**src/rtl/guard_pkg.sv**
```systemverilog
package guard_pkg;
    localparam int BUS_AW = 8;
    localparam int BUS_DW = 32;

    localparam logic [BUS_AW-1:0] OFS_CTRL  = 8'h00;
    localparam logic [BUS_AW-1:0] OFS_RANGE = 8'h04;
    localparam logic [BUS_AW-1:0] OFS_COUNT = 8'h08;
    localparam logic [BUS_AW-1:0] OFS_KICK  = 8'h0C;
    localparam logic [BUS_AW-1:0] OFS_STAT  = 8'h10;
    localparam logic [BUS_AW-1:0] OFS_CLR   = 8'h14;
    localparam logic [BUS_AW-1:0] OFS_PARAM = 8'hF4;

    localparam logic [BUS_DW-1:0] KICK_CODE  = 32'h0000_0076;
    localparam logic [BUS_DW-1:0] PARAM_WORD = 32'h0000_0040;

    typedef enum logic [1:0] {
        ST_IDLE  = 2'd0,
        ST_RUN   = 2'd1,
        ST_WARN  = 2'd2,
        ST_PULSE = 2'd3
    } guard_state_e;
endpackage

```
**src/rtl/guard_bus_regs.sv**
```systemverilog
module guard_bus_regs
    import guard_pkg::*;
#(
    parameter int IDX_W = 4,
    parameter int CNT_W = 32
) (
    input  logic              clk,
    input  logic              rst_n,
    input  logic              bus_sel,
    input  logic              bus_wr,
    input  logic [BUS_AW-1:0] bus_addr,
    input  logic [BUS_DW-1:0] bus_wdata,
    output logic [BUS_DW-1:0] bus_rdata,
    input  logic [CNT_W-1:0]  cnt,
    input  logic              irq,
    output logic              en,
    output logic              mode,
    output logic [IDX_W-1:0]  run_idx,
    output logic [IDX_W-1:0]  init_idx,
    output logic              en_rise,
    output logic              kick,
    output logic              clr
);
    logic wr_acc, rd_acc;
    logic en_q, mode_q;
    logic [IDX_W-1:0] run_q, init_q;

    assign wr_acc = bus_sel && bus_wr;
    assign rd_acc = bus_sel && !bus_wr;

    assign en_rise = wr_acc && (bus_addr == OFS_CTRL) && bus_wdata[0] && !en_q;
    assign kick    = wr_acc && (bus_addr == OFS_KICK) && (bus_wdata == KICK_CODE);
    assign clr     = bus_sel && (bus_addr == OFS_CLR);

    always_ff @(posedge clk) begin
        if (!rst_n) begin
            en_q   <= 1'b0;
            mode_q <= 1'b0;
            run_q  <= '0;
            init_q <= '0;
        end else if (wr_acc) begin
            if (bus_addr == OFS_CTRL) begin
                en_q   <= en_q | bus_wdata[0];
                mode_q <= bus_wdata[1];
            end
            if (bus_addr == OFS_RANGE) begin
                run_q  <= bus_wdata[IDX_W-1:0];
                init_q <= bus_wdata[2*IDX_W-1:IDX_W];
            end
        end
    end

    always_comb begin
        bus_rdata = '0;
        if (rd_acc) begin
            case (bus_addr)
                OFS_CTRL:         bus_rdata = BUS_DW'({mode_q, en_q});
                OFS_RANGE:        bus_rdata = BUS_DW'({init_q, run_q});
                OFS_COUNT:        bus_rdata = BUS_DW'(cnt);
                OFS_STAT, OFS_CLR: bus_rdata = BUS_DW'(irq);
                OFS_PARAM:        bus_rdata = PARAM_WORD;
                default:          bus_rdata = '0;
            endcase
        end
    end

    assign en       = en_q;
    assign mode     = mode_q;
    assign run_idx  = run_q;
    assign init_idx = init_q;
endmodule

```
**src/rtl/guard_countdown.sv**
```systemverilog
module guard_countdown #(
    parameter int CNT_W = 32
) (
    input  logic             clk,
    input  logic             rst_n,
    input  logic             load,
    input  logic [CNT_W-1:0] load_val,
    output logic [CNT_W-1:0] cnt,
    output logic             zero
);
    logic [CNT_W-1:0] cnt_q;

    always_ff @(posedge clk) begin
        if (!rst_n)
            cnt_q <= '0;
        else if (load)
            cnt_q <= load_val;
        else if (cnt_q != '0)
            cnt_q <= cnt_q - CNT_W'(1);
    end

    assign cnt  = cnt_q;
    assign zero = (cnt_q == '0);
endmodule

```
**src/rtl/guard_resp_fsm.sv**
```systemverilog
module guard_resp_fsm
    import guard_pkg::*;
#(
    parameter int IDX_W     = 4,
    parameter int CNT_W     = 32,
    parameter int BASE_EXP  = 16,
    parameter int PULSE_LEN = 8
) (
    input  logic             clk,
    input  logic             rst_n,
    input  logic             en_rise,
    input  logic             kick,
    input  logic             clr,
    input  logic             mode,
    input  logic [IDX_W-1:0] run_idx,
    input  logic [IDX_W-1:0] init_idx,
    input  logic             zero,
    output logic             load,
    output logic [CNT_W-1:0] load_val,
    output logic             wdt_rst_o,
    output logic             wdt_irq_o
);
    localparam logic [CNT_W-1:0] PULSE_LOAD = CNT_W'(PULSE_LEN - 1);

    guard_state_e state_q, state_d;

    function automatic logic [CNT_W-1:0] span(input logic [IDX_W-1:0] idx);
        return (CNT_W'(1) << (BASE_EXP + int'(idx))) - CNT_W'(1);
    endfunction

    always_ff @(posedge clk) begin
        if (!rst_n) state_q <= ST_IDLE;
        else        state_q <= state_d;
    end

    always_comb begin
        state_d  = state_q;
        load     = 1'b0;
        load_val = '0;
        unique case (state_q)
            ST_IDLE: begin
                if (en_rise) begin
                    state_d  = ST_RUN;
                    load     = 1'b1;
                    load_val = span(init_idx);
                end
            end
            ST_RUN: begin
                if (kick) begin
                    load     = 1'b1;
                    load_val = span(run_idx);
                end else if (zero) begin
                    load = 1'b1;
                    if (mode) begin
                        state_d  = ST_WARN;
                        load_val = span(run_idx);
                    end else begin
                        state_d  = ST_PULSE;
                        load_val = PULSE_LOAD;
                    end
                end
            end
            ST_WARN: begin
                if (kick) begin
                    state_d  = ST_RUN;
                    load     = 1'b1;
                    load_val = span(run_idx);
                end else if (zero) begin
                    state_d  = ST_PULSE;
                    load     = 1'b1;
                    load_val = PULSE_LOAD;
                end else if (clr) begin
                    state_d = ST_RUN;
                end
            end
            ST_PULSE: begin
                if (zero) begin
                    state_d  = ST_RUN;
                    load     = 1'b1;
                    load_val = span(run_idx);
                end
            end
            default: state_d = ST_IDLE;
        endcase
    end

    always_comb begin
        wdt_rst_o = 1'b0;
        wdt_irq_o = 1'b0;
        unique case (state_q)
            ST_WARN:  wdt_irq_o = 1'b1;
            ST_PULSE: wdt_rst_o = 1'b1;
            default: begin
                wdt_rst_o = 1'b0;
                wdt_irq_o = 1'b0;
            end
        endcase
    end
endmodule

```
**src/rtl/guard_timer.sv**
```systemverilog
module guard_timer
    import guard_pkg::*;
#(
    parameter int NUM_PERIODS = 16,
    parameter int BASE_EXP    = 16,
    parameter int PULSE_LEN   = 8
) (
    input  logic              clk,
    input  logic              rst_n,
    input  logic              bus_sel,
    input  logic              bus_wr,
    input  logic [BUS_AW-1:0] bus_addr,
    input  logic [BUS_DW-1:0] bus_wdata,
    output logic [BUS_DW-1:0] bus_rdata,
    output logic              wdt_rst_o,
    output logic              wdt_irq_o
);
    localparam int IDX_W = $clog2(NUM_PERIODS);
    localparam int CNT_W = BASE_EXP + NUM_PERIODS;

    logic             ctrl_en, ctrl_mode, en_rise, kick, clr, zero, load;
    logic [IDX_W-1:0] run_idx, init_idx;
    logic [CNT_W-1:0] cnt_val, load_val;

    guard_bus_regs #(.IDX_W(IDX_W), .CNT_W(CNT_W)) regs_i (
        .clk(clk), .rst_n(rst_n), .bus_sel(bus_sel), .bus_wr(bus_wr),
        .bus_addr(bus_addr), .bus_wdata(bus_wdata), .bus_rdata(bus_rdata),
        .cnt(cnt_val), .irq(wdt_irq_o), .en(ctrl_en), .mode(ctrl_mode),
        .run_idx(run_idx), .init_idx(init_idx), .en_rise(en_rise),
        .kick(kick), .clr(clr)
    );

    guard_countdown #(.CNT_W(CNT_W)) cnt_i (
        .clk(clk), .rst_n(rst_n), .load(load), .load_val(load_val),
        .cnt(cnt_val), .zero(zero)
    );

    guard_resp_fsm #(
        .IDX_W(IDX_W), .CNT_W(CNT_W), .BASE_EXP(BASE_EXP), .PULSE_LEN(PULSE_LEN)
    ) fsm_i (
        .clk(clk), .rst_n(rst_n), .en_rise(en_rise), .kick(kick), .clr(clr),
        .mode(ctrl_mode), .run_idx(run_idx), .init_idx(init_idx), .zero(zero),
        .load(load), .load_val(load_val), .wdt_rst_o(wdt_rst_o), .wdt_irq_o(wdt_irq_o)
    );
endmodule

```
**config.mk**
```make
export PLATFORM = sky130hd
export DESIGN_NAME = guard_timer
export DESIGN_NICKNAME = d
export VERILOG_FILES = /design/src/rtl/guard_pkg.sv /design/src/rtl/guard_bus_regs.sv /design/src/rtl/guard_countdown.sv /design/src/rtl/guard_resp_fsm.sv /design/src/rtl/guard_timer.sv
export SDC_FILE = /design/constraint.sdc
export NUM_CORES = 1
export LEC_CHECK = 0
export BUFFER_PORTS_ARGS = -buffer_cell sky130_fd_sc_hd__buf_4
export CAP_MARGIN = 20
export CORE_ASPECT_RATIO = 1.75
export CORE_MARGIN = 1
export CORE_UTILIZATION = 45
export DETAILED_ROUTE_END_ITERATION = 7
export PLACE_DENSITY = 0.7
export SYNTH_ARGS = -nofsm -noshare
export SYNTH_HDL_FRONTEND = slang
export SYNTH_SLANG_ARGS = --single-unit
```
**constraint.sdc**
```tcl
create_clock -name clk -period 2.7 [get_ports clk]
set_input_delay 0.54 -clock clk [delete_from_list [all_inputs] [get_ports clk]]
set_output_delay 0.54 -clock clk [all_outputs]
set_load 0.01 [all_outputs]
```
==> out/qor.yml <==
placed_design:
  portBuffers: 77
  dpl_cell_area_um2: 4760
  dp.cells: 716
  hpwl_um: 9460
  gp_congestion: 0.888
global_route:
  track_usage_pct: 27.4
  grt_pass1_vias: 4121
  overflow: 0
  antenna_found_initial: 0
  grt_pass1_wl_um: 19500
  grt_max_degree: 25
clocking:
  cts_hold_buf: 0
  h-tree-depth: 2
  clockRootBuffer: "clkbuf_16"
  cts_tree: "yes"
  worst_skew_pair.late_latency_ps: 290
  clock-sinks: 44
  cts_inserted_buffers: 5
  clock_path_buffers: 2
  clkTransAtPathRegs_ps: 60
cells_and_area:
  fillers: 765
  num_antenna_cells: 0
  fin_nets: 662
  layoutNonFillerInstCount: 726
  multi_input_comb_area_um2: 2810
  fin_area_um2: 5050
  final_core_util_pct: 60.8
  drive_gt1_share_pct: 29.0
  area_growth_pct: 31.5
  ff_latch_area_um2: 881
sta:
  rsz0062_at_grt: "true"
  finalCriticalPeriod_ps: 2630
  finClkSkew_ps: 7.18
  tightestPinTransition_ps: 645
  setup_viol: 0
  period_share_pct: 97.3
  final_hold_viol_count: 0
  fmax_mhz: 381
  slew_violations: 0
  timing.setup.tns_ps: 0
  slew_headroom_pct: 57.0
critical_path:
  cp.arrival_ps: 2090
  critical_path.top_delay_family: "simple AND/OR/NAND/NOR gates"
  path_max_fanout: 24
  critPathKind: "input pin to output pin"
  crit_buf_inv: 3
  critPathRequiredTime_ps: 2160
  crit_chain: "buf_6, or4_4, o22ai_2, nand4b_1, nor2_2, buf_12, and2_4, buf_6"
  max_stage_delay_ps: 540
  crit_top_cell: "buf_6"
  r2r_setup_slack_ps: 120
  cp-end-kind: "output pin"
  cp_slowest_cell: "or4_4"
  startpoint_type: "input pin"
floorplan:
  die_w_um: 71.9
  core_area_um2: 8310
  initial_utilization_pct: 46.3
  rows: 44
  die_y_um: 124
  dieArea_um2: 8930
  io-pin-count: 78
job:
  drv_cap: 0
synthesis:
  ys_types: 79
  synthCells: 516
  syn_nets: 568
  synth_edf_count: 0
  ys_ff_latch: 44
  yosys_warnings: 0
  avgSynthCellArea_um2: 7.45
  syn_area_um2: 3840
  ys.flop_type: "dfxtp_1"
  synth.yosys.seq_area_share_pct: 22.9
  synthArstFlopShare_pct: 0
routing:
  drcViolationCount: 0
  viasPerCell: 5.86
  vias: 4255
  dr.pass1.iters: 5
  detail_route.wl_per_cell_um: 16.3
  drt_iter0_markers: 211
  ant_nets: 0
  routed_wl_um: 11800
pwr:
  peakVddDrop_mv: 0.394
  cellPowerDensity_nw_per_um2: 840
  power_uw: 4250
  power.leakage_uw: 0.00206
run_status:
  status: "complete, no violations"
worst_hold_path:
  hold_path.class: "flop to flop"
## registers in the layout, indices dropped and copies added (netlist names)
| name | flops |
|---|---|
| cnt_i.cnt | 32 |
| fsm_i.state_q | 2 |
| regs_i.en | 1 |
| regs_i.init_idx | 4 |
| regs_i.mode | 1 |
| regs_i.run_idx | 4 |
## final timing paths
kind | from | endpoint | depth (start not counted)
setup / recovery | bus_addr[5] | bus_rdata[27] | 8
hold / removal | fsm_i.state_q[1] | fsm_i.state_q[1] | 2
setup reg to reg | cnt_i.cnt[26] | cnt_i.cnt[24] | 8
hold reg to reg | fsm_i.state_q[1] | fsm_i.state_q[1] | 2
## per-layer routing
metal | track usage [%] | vias up | share of wire (%)
li1 | - | 2104 | -
met1 | 30.8 | 1999 | 39
met2 | 49.7 | 125 | 54
met3 | 3.24 | 27 | 3.6
met4 | 12.8 | 0 | 3.6
met5 | 0 | - | 0
## power breakdown
part	internal (µW)	switching [µW]	leakage, µW	total [µW]
combinational	1040	1330	0.00161	2370
sequential	861	284	0.000358	1140
clock	464	269	0.0000871	733
total	2360	1880	0.00206	4250
## stage by stage
step           setup slack (ps)  hold slack (ps)
6_report                   71.9              508
3_3_place_gp               23.7              493
2_1_floorplan              15.3              471
4_1_cts                    20.6              507
3_5_place_dp              -1.22              497
5_1_grt                   -28.9              535
## cell usage in the layout (no fill, tap or decap), types with 7 or more instances in the layout
| cell | Yosys | routed |
|---|---|---|
| buf_4 | 2 | 97 |
| nand2_1 | 60 | 60 |
| a21oi_1 | 54 | 54 |
| dfxtp_1 | 44 | 44 |
| nor2_1 | 43 | 42 |
| buf_6 | 2 | 22 |
| and2_4 | 0 | 20 |
| nor4_1 | 18 | 18 |
| o21ai_0 | 18 | 18 |
| xor2_1 | 14 | 14 |
| inv_1 | 13 | 13 |
| nor3_1 | 13 | 13 |
| nand3_1 | 13 | 13 |
| or3_1 | 9 | 9 |
| and2_1 | 27 | 8 |
| xnor2_1 | 8 | 8 |
| o31ai_1 | 8 | 8 |
| ha_1 | 8 | 8 |
| nand4_1 | 7 | 7 |
## Yosys cell counts (all sizes together) (8+ instances only)
cell	instances	share of area [%]
a21oi	56	7.5
and2	28	4.6
clkbuf	26	3.3
dfxtp	44	23
ha	8	2.6
inv	13	1.3
nand2	61	6.0
nand3	14	2.0
nand4	8	1.7
nor2	43	4.2
nor3	16	2.6
nor4	23	5.2
o21ai	21	2.9
o31ai	8	1.6
or3	10	1.7
xnor2	8	1.8
xor2	14	3.2
## worst reg2reg max path: cells and delay by family (launching register included)
| family | cells | cell delay [ps] |
|---|---|---|
| flip-flops | 1 | 310 |
| AND/OR/NAND/NOR | 4 | 1280 |
| buffers and inverters | 2 | 380 |
| AO/OA/AOI/OAI | 2 | 540 |
## logic make-up after synthesis
group / synth area share, %
AO/OA/AOI/OAI: 24.1
AND/OR/NAND/NOR: 38.1
buffers and inverters: 5.95
XOR/XNOR: 5.01
multiplexers: 1.30
flip-flops: 22.9
adder cells (fa/ha/maj): 2.60
## area by class of cell
type                    instances  share of cell area, %
flip-flops and latches         44                   17.4
repair buffers                120                   19.7
clock buffers                   6                   2.75
clock inverters                 2                  0.767
inverters                      13                  0.965
well taps                     115                   2.85
multi-input cells             426                   55.5
## what timing repair did
item / CTS / global route
gates cloned: 0 / 0
setup buffers: 0 / 2
pin swaps: 1 / 3
setup endpoints to repair: 1 / 32
resized for setup: 0 / 25
Note: power is estimated with default switching activity, not from simulation.
